<file path="src/rtl/pmr_pkg.sv">
package pmr_pkg;

    localparam int FRAME_LEN  = 64;
    localparam int PRE_LEN    = 32;
    localparam int TA_BIT     = 46;
    localparam int DATA_BIT   = 48;
    localparam int DATA_W     = 16;
    localparam int REG_AW     = 5;
    localparam int PHY_AW     = 5;
    localparam int CMD_AW     = 8;
    localparam int BIT_W      = $clog2(FRAME_LEN);

    localparam logic [1:0] ST_CODE  = 2'b01;
    localparam logic [1:0] OP_WRITE = 2'b01;
    localparam logic [1:0] OP_READ  = 2'b10;
    localparam logic [1:0] TA_WRITE = 2'b10;

    typedef struct packed {
        logic              flag;
        logic [CMD_AW-1:0] addr;
        logic [DATA_W-1:0] data;
        logic              rd;
    } cmd_state_t;

    typedef struct packed {
        logic                 busy;
        logic [BIT_W-1:0]     bitn;
        logic [FRAME_LEN-1:0] shift;
        logic                 rd;
        logic [DATA_W-1:0]    rdata;
    } eng_state_t;

endpackage

</file>
<file path="src/rtl/pmr_mdc_gen.sv">
module pmr_mdc_gen #(
    parameter int DIV_HALF = 4
) (
    input  logic clk,
    input  logic rst_n,
    input  logic run,
    output logic mdc,
    output logic rise_tick,
    output logic fall_tick
);
    localparam int CW = (DIV_HALF > 1) ? $clog2(DIV_HALF) : 1;
    localparam logic [CW-1:0] LAST = CW'(DIV_HALF - 1);

    typedef struct packed {
        logic [CW-1:0] cnt;
        logic          mdc;
    } gen_state_t;

    gen_state_t st_d, st_q;
    logic       wrap;

    always_comb begin
        st_d = st_q;
        wrap = (st_q.cnt == LAST);
        if (!run) begin
            st_d.cnt = '0;
            st_d.mdc = 1'b0;
        end else if (wrap) begin
            st_d.cnt = '0;
            st_d.mdc = ~st_q.mdc;
        end else begin
            st_d.cnt = st_q.cnt + 1'b1;
        end
    end

    always_ff @(posedge clk) begin
        if (!rst_n) st_q <= '0;
        else        st_q <= st_d;
    end

    assign mdc       = st_q.mdc;
    assign rise_tick = run & wrap & ~st_q.mdc;
    assign fall_tick = run & wrap &  st_q.mdc;

endmodule

</file>
<file path="src/rtl/pmr_frame_engine.sv">
module pmr_frame_engine
    import pmr_pkg::*;
#(
    parameter logic [PHY_AW-1:0] PHY_ADDR = 5'd1
) (
    input  logic              clk,
    input  logic              rst_n,
    input  logic              start,
    input  logic              op_read,
    input  logic [REG_AW-1:0] reg_addr,
    input  logic [DATA_W-1:0] wdata,
    input  logic              rise_tick,
    input  logic              fall_tick,
    input  logic              mdio_i,
    output logic              busy,
    output logic              done,
    output logic              mdio_o,
    output logic              mdio_oe,
    output logic [DATA_W-1:0] rdata
);
    localparam logic [BIT_W-1:0] LAST_BIT  = BIT_W'(FRAME_LEN - 1);
    localparam logic [BIT_W-1:0] TA_IDX    = BIT_W'(TA_BIT);
    localparam logic [BIT_W-1:0] DATA_IDX  = BIT_W'(DATA_BIT);

    eng_state_t           st_d, st_q;
    logic [FRAME_LEN-1:0] frame;

    // Frame image, MSB leaves first.
    always_comb begin
        frame = { {PRE_LEN{1'b1}},
                  ST_CODE,
                  (op_read ? OP_READ : OP_WRITE),
                  PHY_ADDR,
                  reg_addr,
                  (op_read ? 2'b11 : TA_WRITE),
                  (op_read ? {DATA_W{1'b1}} : wdata) };
    end

    always_comb begin
        st_d = st_q;
        done = 1'b0;
        if (!st_q.busy) begin
            if (start) begin
                st_d.busy  = 1'b1;
                st_d.bitn  = '0;
                st_d.shift = frame;
                st_d.rd    = op_read;
                st_d.rdata = '0;
            end
        end else begin
            if (rise_tick && st_q.rd && (st_q.bitn >= DATA_IDX)) begin
                st_d.rdata = {st_q.rdata[DATA_W-2:0], mdio_i};
            end
            if (fall_tick) begin
                if (st_q.bitn == LAST_BIT) begin
                    st_d.busy  = 1'b0;
                    st_d.shift = '1;
                    done       = 1'b1;
                end else begin
                    st_d.bitn  = st_q.bitn + 1'b1;
                    st_d.shift = {st_q.shift[FRAME_LEN-2:0], 1'b1};
                end
            end
        end
    end

    always_ff @(posedge clk) begin
        if (!rst_n) begin
            st_q       <= '0;
            st_q.shift <= '1;
        end else begin
            st_q <= st_d;
        end
    end

    assign busy    = st_q.busy;
    assign mdio_o  = st_q.shift[FRAME_LEN-1];
    assign mdio_oe = st_q.busy & (~st_q.rd | (st_q.bitn < TA_IDX));
    assign rdata   = st_q.rdata;

endmodule

</file>
<file path="src/rtl/pmr_mdio_reg.sv">
module pmr_mdio_reg
    import pmr_pkg::*;
#(
    parameter int                AW       = 8,
    parameter logic [AW-1:0]     OFFSET   = 8'h60,
    parameter int                DIV_HALF = 4,
    parameter logic [PHY_AW-1:0] PHY_ADDR = 5'd1
) (
    input  logic          clk,
    input  logic          rst_n,
    input  logic [AW-1:0] host_addr,
    input  logic          host_wr,
    input  logic [31:0]   host_wdata,
    output logic [31:0]   host_rdata,
    output logic          mdc,
    output logic          mdio_o,
    output logic          mdio_oe,
    input  logic          mdio_i
);
    cmd_state_t        cmd_d, cmd_q;
    logic              sel, accept;
    logic              eng_busy, eng_done;
    logic              rise_tick, fall_tick;
    logic [DATA_W-1:0] eng_rdata;
    logic [31:0]       reg_word;
    logic              op_read_q;
    logic              unused_wbits;

    assign unused_wbits = ^host_wdata[30:24];

    assign sel    = (host_addr == OFFSET);
    assign accept = host_wr & sel & ~eng_busy;

    always_comb begin
        cmd_d = cmd_q;
        if (accept) begin
            cmd_d.flag = host_wdata[31];
            cmd_d.addr = host_wdata[23:16];
            cmd_d.data = host_wdata[15:0];
            cmd_d.rd   = ~host_wdata[31];
        end else if (eng_done) begin
            if (cmd_q.rd) begin
                cmd_d.flag = 1'b1;
                cmd_d.data = eng_rdata;
            end else begin
                cmd_d.flag = 1'b0;
            end
        end
    end

    always_ff @(posedge clk) begin
        if (!rst_n) cmd_q <= '0;
        else        cmd_q <= cmd_d;
    end

    assign reg_word   = {cmd_q.flag, 7'd0, cmd_q.addr, cmd_q.data};
    assign op_read_q  = cmd_q.rd;
    assign host_rdata = sel ? reg_word : 32'd0;

    pmr_mdc_gen #(.DIV_HALF(DIV_HALF)) u_mdc (
        .clk       (clk),
        .rst_n     (rst_n),
        .run       (eng_busy),
        .mdc       (mdc),
        .rise_tick (rise_tick),
        .fall_tick (fall_tick)
    );

    pmr_frame_engine #(.PHY_ADDR(PHY_ADDR)) u_eng (
        .clk       (clk),
        .rst_n     (rst_n),
        .start     (accept),
        .op_read   (~host_wdata[31]),
        .reg_addr  (host_wdata[16 +: REG_AW]),
        .wdata     (host_wdata[15:0]),
        .rise_tick (rise_tick),
        .fall_tick (fall_tick),
        .mdio_i    (mdio_i),
        .busy      (eng_busy),
        .done      (eng_done),
        .mdio_o    (mdio_o),
        .mdio_oe   (mdio_oe),
        .rdata     (eng_rdata)
    );

endmodule

</file>
<file path="config.mk">
export PLATFORM = sky130hd
export DESIGN_NAME = pmr_mdio_reg
export DESIGN_NICKNAME = d
export VERILOG_FILES = /design/src/rtl/pmr_pkg.sv /design/src/rtl/pmr_mdc_gen.sv /design/src/rtl/pmr_frame_engine.sv /design/src/rtl/pmr_mdio_reg.sv
export SDC_FILE = /design/constraint.sdc
export NUM_CORES = 1
export LEC_CHECK = 0
export BUFFER_PORTS_ARGS = -buffer_cell sky130_fd_sc_hd__buf_2
export CAP_MARGIN = 20
export CORE_MARGIN = 3
export CORE_UTILIZATION = 60
export CTS_BUF_LIST = sky130_fd_sc_hd__clkbuf_8 sky130_fd_sc_hd__clkbuf_16
export CTS_CLUSTER_DIAMETER = 120
export CTS_CLUSTER_SIZE = 24
export DETAILED_ROUTE_END_ITERATION = 8
export PLACE_DENSITY = 0.84
export SLEW_MARGIN = 20
export SYNTH_ARGS = -nofsm -noshare
export SYNTH_HDL_FRONTEND = slang
export SYNTH_SLANG_ARGS = --single-unit
</file>
<file path="constraint.sdc">
create_clock -name clk -period 4.3 [get_ports clk]
set_input_delay 0.86 -clock clk [delete_from_list [all_inputs] [get_ports clk]]
set_output_delay 0.86 -clock clk [all_outputs]
set_load 0.01 [all_outputs]
</file>
* Word-level counts from Yosys, hierarchy flattened
Index checks and enable logic that the tools add are counted.
** Storage, ports and cells
- Register bits after elaboration :: 117
- Input port bits :: 44
- Logic and storage cells :: 66
** Operators by class
- $add $sub $neg :: 2
- Order comparisons :: 2
- Eq/ne operators :: 6
- Mux-type cells :: 21
- Bitwise gates (word level) :: 12
- Reductions and logical operators :: 12
** Operators with widths (number)
- 2-to-1 mux 71 bit :: 2
- 2-to-1 mux 16 bit :: 6
- 2-to-1 mux 88 bit :: 1
- 2-to-1 mux 64 bit :: 1
- 2-to-1 mux 32 bit :: 1
- AND reduction 2 bit :: 5
- == test 8 x 7 -> 1 bit, second input constant :: 1
- 2-to-1 mux 1 bit :: 8
- adder 6 x 1 -> 6 bit, second input constant :: 1
- AND 1 bit :: 6
- == test 6 bit, second input constant :: 1
- >= comparator 6 bit, second input constant :: 1
- less-than comparator 6 bit, second input constant :: 1
- 2-to-1 mux 6 bit :: 1
- inequality test 2 bit, second input constant :: 3
- nonzero test 2 bit :: 3
- NOT 1 bit :: 5
- AND reduction 3 bit :: 1
- OR reduction 3 bit :: 1
- adder 2 x 1 -> 2 bit, second input constant :: 1
- == test 2 bit, second input constant :: 1
- logical AND 1 bit :: 2
- 2-to-1 mux 2 bit :: 1
- bitwise OR 1 bit :: 1

* Logic depth before layout (Yosys ltp)
Gate-level depths: netlist of the first run.
- Depth after elaboration :: 7
- Gate-level depth with buffers :: 9
- Mapped depth without buffers :: 5

* Cells and area by module
From an unflattened synthesis of the first run, not the netlist that was laid out.
** Second synthesis, totals
- Cell total of the unflattened synthesis :: 655
- Area, all modules :: 5661.7 sq um
** By module, submodules not included
- pmr_frame_engine :: instances 1, cells each 450, area each 3932.5 sq um, seq. area each 1761.7 sq um
- pmr_mdio_reg :: instances 1, cells each 193, area each 1612.8 sq um, seq. area each 520.5 sq um
- pmr_mdc_gen :: instances 1, cells each 12, area each 116.4 sq um, seq. area each 60.1 sq um

* Worst setup path after synthesis of the first run
Ideal clock, no wire load.
- Path kind :: input port to output port
- Start :: input port host_addr[1]
- End :: output port host_rdata[10]
- Arrival :: 1.769 ns
- Data required time :: 3.440 ns
- Slack :: 1.671 ns
- Cell stages on the path :: 3
- Buffers on the path :: 1
- Path through :: nor4_4 > clkbuf_1 > and3_1
** Between the ends
- Longest elaborated chain between the ends :: 2
** Ends and longest elaborated chain
- start: declaration :: line pmr_mdio_reg.sv:11 : input logic [AW-1:0] host_addr,
- == test 8 x 7 -> 1 bit :: line pmr_mdio_reg.sv:31 : assign sel = (host_addr == OFFSET);
- 2-to-1 mux 32 bit :: line pmr_mdio_reg.sv:58 : assign host_rdata = sel ? reg_word : 32'd0;
- end: declaration :: line pmr_mdio_reg.sv:14 : output logic [31:0] host_rdata,
Every way passes these cells.

* Final worst setup path of the first run
- Start :: input port host_addr[4]
- End :: output port host_rdata[13]
The elaborated chain is that of the path after synthesis.

==> results of run 1 <==
critical path: cells and delay by family:
family                 cells  cell delay (ns)
and+or+nand+nor            2             0.88
buffers and inverters      3             0.54
stage by stage:
stage | setup slack, ns | total power, mW | util | hold slack (ns)
2_1_floorplan | 1.67 | 1.14 | - | 0.404
3_3_place_gp | 1.18 | 1.16 | 0.652 | 0.413
3_5_place_dp | 1.13 | 1.16 | 0.652 | 0.433
4_1_cts | 1.23 | 2.52 | 0.726 | 0.440
5_1_grt | 1.14 | 2.58 | 0.728 | 0.448
6_report | 1.16 | 2.51 | 0.728 | 0.434
final cells by class:
| cell class | count | area [um^2] |
|---|---|---|
| well taps | 102 | 128 |
| repair buffers | 72 | 380 |
| flip-flops and latches | 116 | 2320 |
| multi-input cells | 421 | 2250 |
| fillers | 563 | 2110 |
| clock inverters | 11 | 136 |
| clock buffers | 19 | 442 |
power by group:
part           leakage, nW  switching, mW  total [mW]  internal [mW]
Combinational         1.12         0.0371      0.0605         0.0233
Sequential           0.937       0.000652        1.08           1.08
Clock                0.283          0.474        1.37          0.898
Total                 2.34          0.512        2.51           2.00
sequential cells by signal, summed over array words and instances (netlist names):
signal        cells
op_read_q         1
u_eng.mdio_o      1
u_eng.busy        1
u_eng.rdata      16
cmd_q            25
u_mdc.mdc         1
u_mdc.st_q        2
u_eng.st_q       69
how the worst max path moves through the flow:
stage	start	end	cells after the start
6_report	host_addr[4]	host_rdata[13]	5
5_1_grt	host_addr[4]	host_rdata[3]	5
4_1_cts	host_addr[4]	host_rdata[13]	5
3_5_place_dp	host_addr[4]	u_eng.st_q[25]	7
3_3_place_gp	host_addr[4]	u_eng.st_q[25]	7
2_1_floorplan	host_addr[1]	host_rdata[10]	3
synth_stat cells (all sizes together), types with 4 or more instances:
| master | instances | area share |
|---|---|---|
| nor2 | 39 | 0.031 |
| clkbuf | 28 | 0.022 |
| nor3 | 39 | 0.040 |
| dfxtp | 116 | 0.48 |
| o21a | 4 | 0.0062 |
| a31oi | 12 | 0.016 |
| nand4 | 6 | 0.0078 |
| a21oi | 16 | 0.017 |
| a22oi | 15 | 0.023 |
| o21ai | 57 | 0.059 |
| nand3 | 49 | 0.053 |
| buf | 32 | 0.047 |
| nand2 | 98 | 0.076 |
| a21boi | 26 | 0.040 |
| and3 | 29 | 0.037 |
routing by layer:
layer | part of all wire | vias to the layer above | wire length [um]
li1 | - | 2117 | -
met4 | 0.026 | 0 | 310
met1 | 0.40 | 2138 | 4730
met3 | 0.069 | 41 | 819
met2 | 0.51 | 209 | 6010
met5 | 0 | - | 0
kinds of logic after synthesis:
| kind of cell | synth area share |
|---|---|
| and+or+nand+nor | 0.275 |
| other | 0.000774 |
| DFF | 0.480 |
| AOI/OAI and AO/OA | 0.169 |
| xor gates and xnor gates | 0.00181 |
| buffers and inverters | 0.0685 |
| adders and majority gates | 0.00517 |
==> impl_metrics.csv, run 1 <==
group,metric,value,unit
sta,hold_violations,0,
layout,layout-drive-gt1-share,0.171,
critical_path,crit_path_max_incr_delay,0.67,ns
placement,placed_cells,711,
power,p_per_area,444,mW/mm^2
floorplan,fp.dieH,95.8,um
critical_path,timing.rr.start,"u_eng.st_q[82]",
min_path,hp-class,"flop to flop",
floorplan,rows,32,
placement,dp_hpwl,6960,um
cts,ctsHoldBuffers,0,
global_routing,grt_pass1_wl,19100,um
sta,slew_viol_final,0,
global_routing,grt_max_degree,66,
layout,final_cell_mix,"dfxtp_1, nand2_1, buf_2",
sta,fin_crit_sh,0.731,
yosys,syn_avg_cell_area,8.19,um^2
critical_path,rr_endpoint,"cmd_q[15]",
cts,max-clock-path-buffers,2,
power,ir_drop,327,uV
sta,fin_setup_tns,0,ns
sta,rsz0062_at_grt,"false",
critical_path,crit_type,"input pin to output port",
global_routing,met3_usage,0.0672,
outcome,status,"finished clean",
placement,gp_congestion,0.851,
critical_path,crit_arrival,2.28,ns
sta,finClkSkew,0.00822,ns
layout,final_cell_area,0.00565,mm^2
yosys,netlist_area,0.00484,mm^2
global_routing,top_usage_layer,"met2",
cts,root_buffer,"clkbuf_8",
drt,wl_per_cell,16.0,um
sta,max_freq,318,MHz
floorplan,io_pins,79,
global_routing,met2_usage,0.446,
placement,placed_area,0.00506,mm^2
global_routing,grt_overflow,0,
critical_path,rr_worst_depth,5,
yosys,ys_types,42,
drt,dr.first_iter.drc_count,359,
drt,drc,0,
yosys,synth_cells,591,
min_path,min_path_cells,1,
min_path,hold_end,"u_mdc.st_q[1]",
cts,clock_latency,0.51,ns
layout,syn_to_final_growth,16.8,%
yosys,synth_flop_cell,"dfxtp_1",
critical_path,crit_required,3.44,ns
layout,finalNetCount,674,
critical_path,startpoint_type,"input pin",
global_routing,grt.total_usage,0.267,
job,max_cap_violations,0,
cts,cts_tree,"built",
cts,cts_buffers,17,
critical_path,reg2reg_slack,2.05,ns
yosys,synth-edff-count,0,
yosys,synth-seq-cells,116,
yosys,ys_seq_area_frac,0.480,
drt,antenna_left,0,
cts,cts.sinks,116,
global_routing,first_global_vias,4163,
sta,max_slew_margin,0.389,
drt,num_vias,4505,
drt,wl,11900,um
yosys,ys_warn_count,0,
drt,viasPerCell,6.08,
cts,postCtsSetupBuffers,0,
critical_path,cp_max_fo,10,
floorplan,die_w,95.8,um
min_path,hp-start,"u_mdc.st_q[1]",
sta,tightest_slew,0.916,ns
global_routing,antenna_found_initial,0,
layout,fin_cells,741,
critical_path,cp-end-kind,"output port",
layout,antenna_cells,0,
floorplan,coreArea,0.00777,mm^2
cts,path_clk_slew,0.05,ns
floorplan,dieArea,0.00918,mm^2
cts,htree_levels,4,
drt,dr.pass1.iters,9,
sta,period_minus_slack,3.14,ns
sta,setup_viol,0,
critical_path,cpMostUsedCell,"buf_2",
floorplan,start_util,0.623,
layout,final_common_cell,"dfxtp_1",
yosys,async_reset_ff_frac,0,
power,p_leak,2.34,nW
global_routing,met1_usage,0.314,
cts,cts_resized,0,
critical_path,crit_chain,"buf_2 -> nor4bb_4 -> buf_4 -> and3_1 -> buf_2",
critical_path,critPathSlowestCell,"nor4bb_4",
placement,io_buffers,64,
(Power assumes the default switching activity.)
==> run 2, diff against run 1 <==
Settings changed: CORE_UTILIZATION 60 to 50, PLACE_DENSITY 0.84 to 0.75.
Clock period 4.3 ns to 2.5 ns, I/O delays scaled along.
==> run 2 against run 1 <==
  * Global-route usage fell by 5.4 points
  * Total power grew 69%
  * Clock power is 66% higher
  * Cell count is 4.7% higher
  * Combinational power is 74% higher
  * Via count decreased by 3.7%
  * Register-to-register slack lost 1.7 ns
  * Critical path depth is 1 higher
  * Routed wire length fell by 5.0%
  * Clock skew increased by 0.0019 ns
  * Largest cell class unchanged
  * Highest routed layer unchanged
==> impl_metrics.csv, run 2 (same netlist as run 1, synthesis figures left out) <==
group,metric,value,unit
floorplan,coreArea,0.00933,mm^2
floorplan,io_pins,79,
sta,finClkSkew,0.0101,ns
critical_path,rr_worst_depth,6,
critical_path,crit_buf_inv,1,
cts,postCtsSetupBuffers,0,
sta,period_minus_slack,2.15,ns
sta,setup_viol,0,
critical_path,cp_max_fo,63,
cts,root_buffer,"clkbuf_8",
global_routing,grt_pass1_wl,19300,um
critical_path,crit_chain,"ha_1 -> and3_2 -> buf_4 -> nand4_1 -> or2_2 -> a21oi_1",
floorplan,rows,35,
power,ir_drop,478,uV
sta,max_freq,465,MHz
drt,num_vias,4337,
power,p_leak,2.35,nW
layout,postLayoutCoreUtil,0.613,
min_path,hp-start,"host_wdata[22]",
drt,dr.pass1.iters,5,
cts,path_clk_slew,0.06,ns
global_routing,grt.total_usage,0.213,
critical_path,critPathSlowestCell,"buf_4",
drt,drc,0,
layout,regArea,0.00232,mm^2
layout,final_cell_area,0.00571,mm^2
sta,slew_viol_final,0,
job,max_cap_violations,0,
global_routing,antenna_found_initial,0,
layout,antenna_cells,0,
cts,cts_resized,0,
critical_path,crit_type,"flop to flop",
drt,dr.first_iter.drc_count,273,
drt,wl,11300,um
critical_path,cp_top_family,"simple AND/OR/NAND/NOR gates",
placement,gp_congestion,0.824,
layout,top_register,"u_eng.st_q",
min_path,min_path_cells,3,
critical_path,crit_path_max_incr_delay,0.53,ns
critical_path,rr_endpoint,"u_eng.st_q[84]",
layout,final_cell_mix,"dfxtp_1, nand2_1, buf_2",
cts,htree_levels,4,
critical_path,cp-end-kind,"flop",
cts,cts.sinks,116,
outcome,status,"finished clean",
drt,antenna_left,0,
layout,fill_cells,836,
layout,largest_reg_flops,69,
floorplan,dieArea,0.0109,mm^2
cts,clock_latency,0.52,ns
placement,placed_area,0.00514,mm^2
layout,multi_input_area,0.00224,mm^2
global_routing,grt_overflow,0,
placement,dp_hpwl,7050,um
floorplan,die_w,104,um
critical_path,crit_arrival,2.60,ns
layout,final_common_cell,"dfxtp_1",
sta,setup_ws,0.348,ns
min_path,hold_end,"cmd_q[23]",
sta,rsz0062_at_grt,"false",
placement,io_buffers,64,
min_path,hp-class,"input pin to flop",
drt,viasPerCell,5.59,
critical_path,reg2reg_slack,0.35,ns
critical_path,crit_required,2.95,ns
sta,fin_setup_tns,0,ns
sta,fin_crit_sh,0.861,
sta,max_slew_margin,0.358,
cts,max-clock-path-buffers,2,
cts,ctsHoldBuffers,0,
global_routing,grt_max_degree,64,
global_routing,first_global_vias,4247,
sta,hold_violations,0,
placement,pre_cts_slack,0.222,ns
sta,tightest_slew,0.963,ns
layout,layout-drive-gt1-share,0.182,
cts,cts_tree,"built",
placement,placed_cells,744,
drt,wl_per_cell,14.5,um
critical_path,timing.rr.start,"u_mdc.st_q[1]",
floorplan,start_util,0.519,
power,p_per_area,741,mW/mm^2
layout,fin_cells,776,
layout,finalNetCount,680,
floorplan,fp.dieH,104,um
layout,syn_to_final_growth,18.0,%
critical_path,startpoint_type,"flop",
cts,cts_buffers,17,
## run 2: cell count changes in the layout (fill, tap and decap cells not counted), sizes merged
cell      previous run  this run
buf                 72        78
bufinv               3         1
clkbuf              19        17
clkinvlp             3         4
inv                  1         6
## run 2: worst max-delay path by stage
stage,start,to,cells after the start
final,u_mdc.st_q[1],u_eng.st_q[84],6
after global routing,u_mdc.st_q[1],u_eng.st_q[84],6
after CTS,u_mdc.st_q[1],u_eng.st_q[84],6
after detailed placement,host_addr[6],u_eng.st_q[50],6
after global placement,host_addr[6],u_eng.st_q[62],6
after floorplan,host_addr[1],host_rdata[10],3
## run 2: layer usage
| layer | up-vias | share of wire | global-route usage |
|---|---|---|---|
| met2 | 134 | 0.51 | 0.379 |
| met4 | 0 | 0.015 | 0.0788 |
| li1 | 2136 | - | - |
| met5 | - | 0 | 0 |
| met1 | 2048 | 0.42 | 0.244 |
| met3 | 19 | 0.059 | 0.0571 |
## run 2: layout make-up
| cell class | count | area share |
|---|---|---|
| multi-input combinational | 421 | 0.392 |
| clock inverter | 15 | 0.0261 |
| tap | 129 | 0.0282 |
| timing repair buffer | 78 | 0.0744 |
| clock buffer | 17 | 0.0725 |
| sequential | 116 | 0.406 |
## run 2: worst reg2reg max path, delay by kind of cell, from the launching register on
kind / cells / cell delay (ns)
and+or+nand+nor: 3 / 0.78
buffers and inverters: 1 / 0.53
AOI/OAI and AO/OA: 1 / 0.15
DFF: 1 / 0.34
adders and majority gates: 1 / 0.29
## run 2: report_power, final
group | switching (mW) | internal (mW)
sequential | 0.00104 | 1.85
combinational | 0.0645 | 0.0402
clock | 0.933 | 1.34
## run 2: per-stage QoR
step / power [mW] / hold WS [ns]
after global routing: 4.36 / 0.217
final: 4.23 / 0.209
after global placement: 1.99 / 0.413
after CTS: 4.27 / 0.199
after floorplan: 1.96 / 0.404
after detailed placement: 2.00 / 0.437
==> run 3, diff against run 2 <==
Settings changed: SETUP_SLACK_MARGIN from default to 0.5.
==> run 3 against run 2 <==
  * Clock power barely moved
  * Count of clock-buffer cells in the layout did not move
  * Flip-flop and latch count unchanged
  * Global-route usage barely moved
  * First-iteration DRC count is 35% higher
  * Sequential power about the same
  * Critical endpoint is now host_rdata[0]
==> impl_metrics.csv, run 3 (same netlist as run 1, synthesis figures left out) <==
group,metric,value,unit
outcome,status,"finished clean",
floorplan,rows,35,
cts,cts_tree,"built",
sta,setup_viol,0,
critical_path,crit_chain,"buf_6 -> nor4bb_4 -> buf_6 -> clkbuf_16 -> and3_1 -> buf_2",
critical_path,critPathSlowestCell,"nor4bb_4",
drt,wl_per_cell,15.7,um
sta,max_slew_margin,0.539,
cts,clock_latency,0.53,ns
sta,max_freq,499,MHz
placement,dp_hpwl,7050,um
layout,largest_reg_flops,69,
global_routing,antenna_found_initial,0,
power,p_per_area,702,mW/mm^2
power,power,4.27,mW
sta,fin_setup_tns,0,ns
cts,ctsHoldBuffers,0,
drt,dr.pass1.iters,7,
layout,final_cell_mix,"dfxtp_1, nand2_1, o21ai_0",
sta,period_minus_slack,2.01,ns
power,ir_drop,472,uV
floorplan,die_w,104,um
min_path,min_path_cells,3,
layout,fin_cells,786,
drt,antenna_left,0,
layout,final_common_cell,"dfxtp_1",
critical_path,cp_max_fo,14,
drt,wl,12400,um
job,max_cap_violations,0,
layout,layout-drive-gt1-share,0.222,
layout,antenna_cells,0,
placement,placed_cells,744,
critical_path,crit_required,2.00,ns
critical_path,cp-end-kind,"output port",
cts,cts.sinks,116,
cts,root_buffer,"clkbuf_8",
sta,rsz0062_at_grt,"true",
floorplan,io_pins,79,
sta,finClkSkew,0.0104,ns
floorplan,dieArea,0.0109,mm^2
critical_path,reg2reg_slack,0.60,ns
global_routing,grt_pass1_wl,19300,um
layout,finalNetCount,690,
layout,fill_cells,766,
layout,syn_to_final_growth,25.7,%
critical_path,cpMostUsedCell,"buf_6",
critical_path,rr_endpoint,"u_eng.st_q[84]",
critical_path,startpoint_type,"input pin",
sta,slew_viol_final,0,
global_routing,first_global_vias,4252,
sta,hold_violations,0,
floorplan,start_util,0.519,
sta,tightest_slew,0.691,ns
cts,htree_levels,4,
placement,io_buffers,64,
sta,fin_crit_sh,0.802,
global_routing,grt_max_degree,64,
sta,setup_ws,0.494,ns
critical_path,timing.rr.start,"u_mdc.st_q[1]",
drt,drc,0,
min_path,hold_end,"cmd_q[23]",
drt,num_vias,4526,
power,p_leak,2.43,nW
floorplan,fp.dieH,104,um
min_path,hp-class,"input pin to flop",
cts,cts_buffers,17,
layout,top_register,"u_eng.st_q",
cts,path_clk_slew,0.06,ns
critical_path,crit_type,"input pin to output port",
cts,max-clock-path-buffers,2,
critical_path,crit_path_max_incr_delay,0.28,ns
global_routing,grt_overflow,0,
global_routing,grt.total_usage,0.213,
min_path,hp-start,"host_wdata[22]",
drt,viasPerCell,5.76,
floorplan,coreArea,0.00933,mm^2
placement,pre_cts_slack,0.222,ns
critical_path,crit_arrival,1.51,ns
placement,gp_congestion,0.824,
drt,dr.first_iter.drc_count,369,
critical_path,rr_worst_depth,6,
run 3: cell count changes in the layout (fill, tap and decap cells not counted), moves of 2 or more:
cell and delta:
and3_1 -15, and3_2 +2, and3_4 +13, buf_12 +3
buf_2 -17, buf_6 +19, clkbuf_16 +4
run 3: layout make-up:
type	instances	area (um^2)	area share
Multi-Input combinational cell	421	2320	0.381
Clock buffer	17	414	0.0681
Timing Repair Buffer	88	722	0.119
Sequential cell	116	2320	0.382
Tap cell	129	161	0.0265
Clock inverter	15	149	0.0245
run 3: how the worst max path moves through the flow:
| stage | startpoint | to | slack (ns) | cells after the start |
|---|---|---|---|---|
| 2_1_floorplan | host_addr[1] | host_rdata[10] | 0.59 | 3 |
| 3_3_place_gp | host_addr[6] | u_eng.st_q[62] | 0.32 | 6 |
| 3_5_place_dp | host_addr[6] | u_eng.st_q[50] | 0.22 | 6 |
| 4_1_cts | u_mdc.st_q[1] | u_eng.st_q[84] | 0.49 | 6 |
| 5_1_grt | host_addr[7] | host_rdata[3] | 0.46 | 6 |
| 6_report | host_addr[7] | host_rdata[0] | 0.49 | 6 |
run 3: report_power, final:
group | internal, mW | total (mW) | leakage [nW] | switching [mW]
Clock | 1.34 | 2.29 | 0.266 | 0.949
Combinational | 0.0570 | 0.130 | 1.23 | 0.0725
Sequential | 1.85 | 1.85 | 0.937 | 0.00108
Total | 3.25 | 4.27 | 2.43 | 1.02
run 3: routing by layer:
metal / part of all wire / global-route usage
met1: 0.41 / 0.245
met2: 0.51 / 0.376
met3: 0.056 / 0.0571
met4: 0.021 / 0.0826
met5: 0 / 0
run 3: worst max-delay path, delay by kind of cell:
kind / cells / cell delay (ns)
buffers and inverters: 4 / 0.58
AND/OR/NAND/NOR: 2 / 0.44
run 3: stage by stage:
step                      hold slack [ns]  instance area (um^2)  utilization
after floorplan                     0.404                  4860            -
after global placement              0.413                  5140        0.551
after detailed placement            0.437                  5140        0.551
after CTS                           0.199                  5730        0.614
after global routing                0.215                  6090        0.652
final                               0.207                  6090        0.652
run 3: repair_timing:
| action | 4_1_cts | 5_1_grt |
|---|---|---|
| resized for setup | 5 | 44 |
| endpoints found under the hold margin | 0 | 0 |
| setup buffers | 0 | 6 |
| cloned | 0 | 4 |
| pin swaps | 0 | 7 |
| setup endpoints to repair | 53 | 66 |
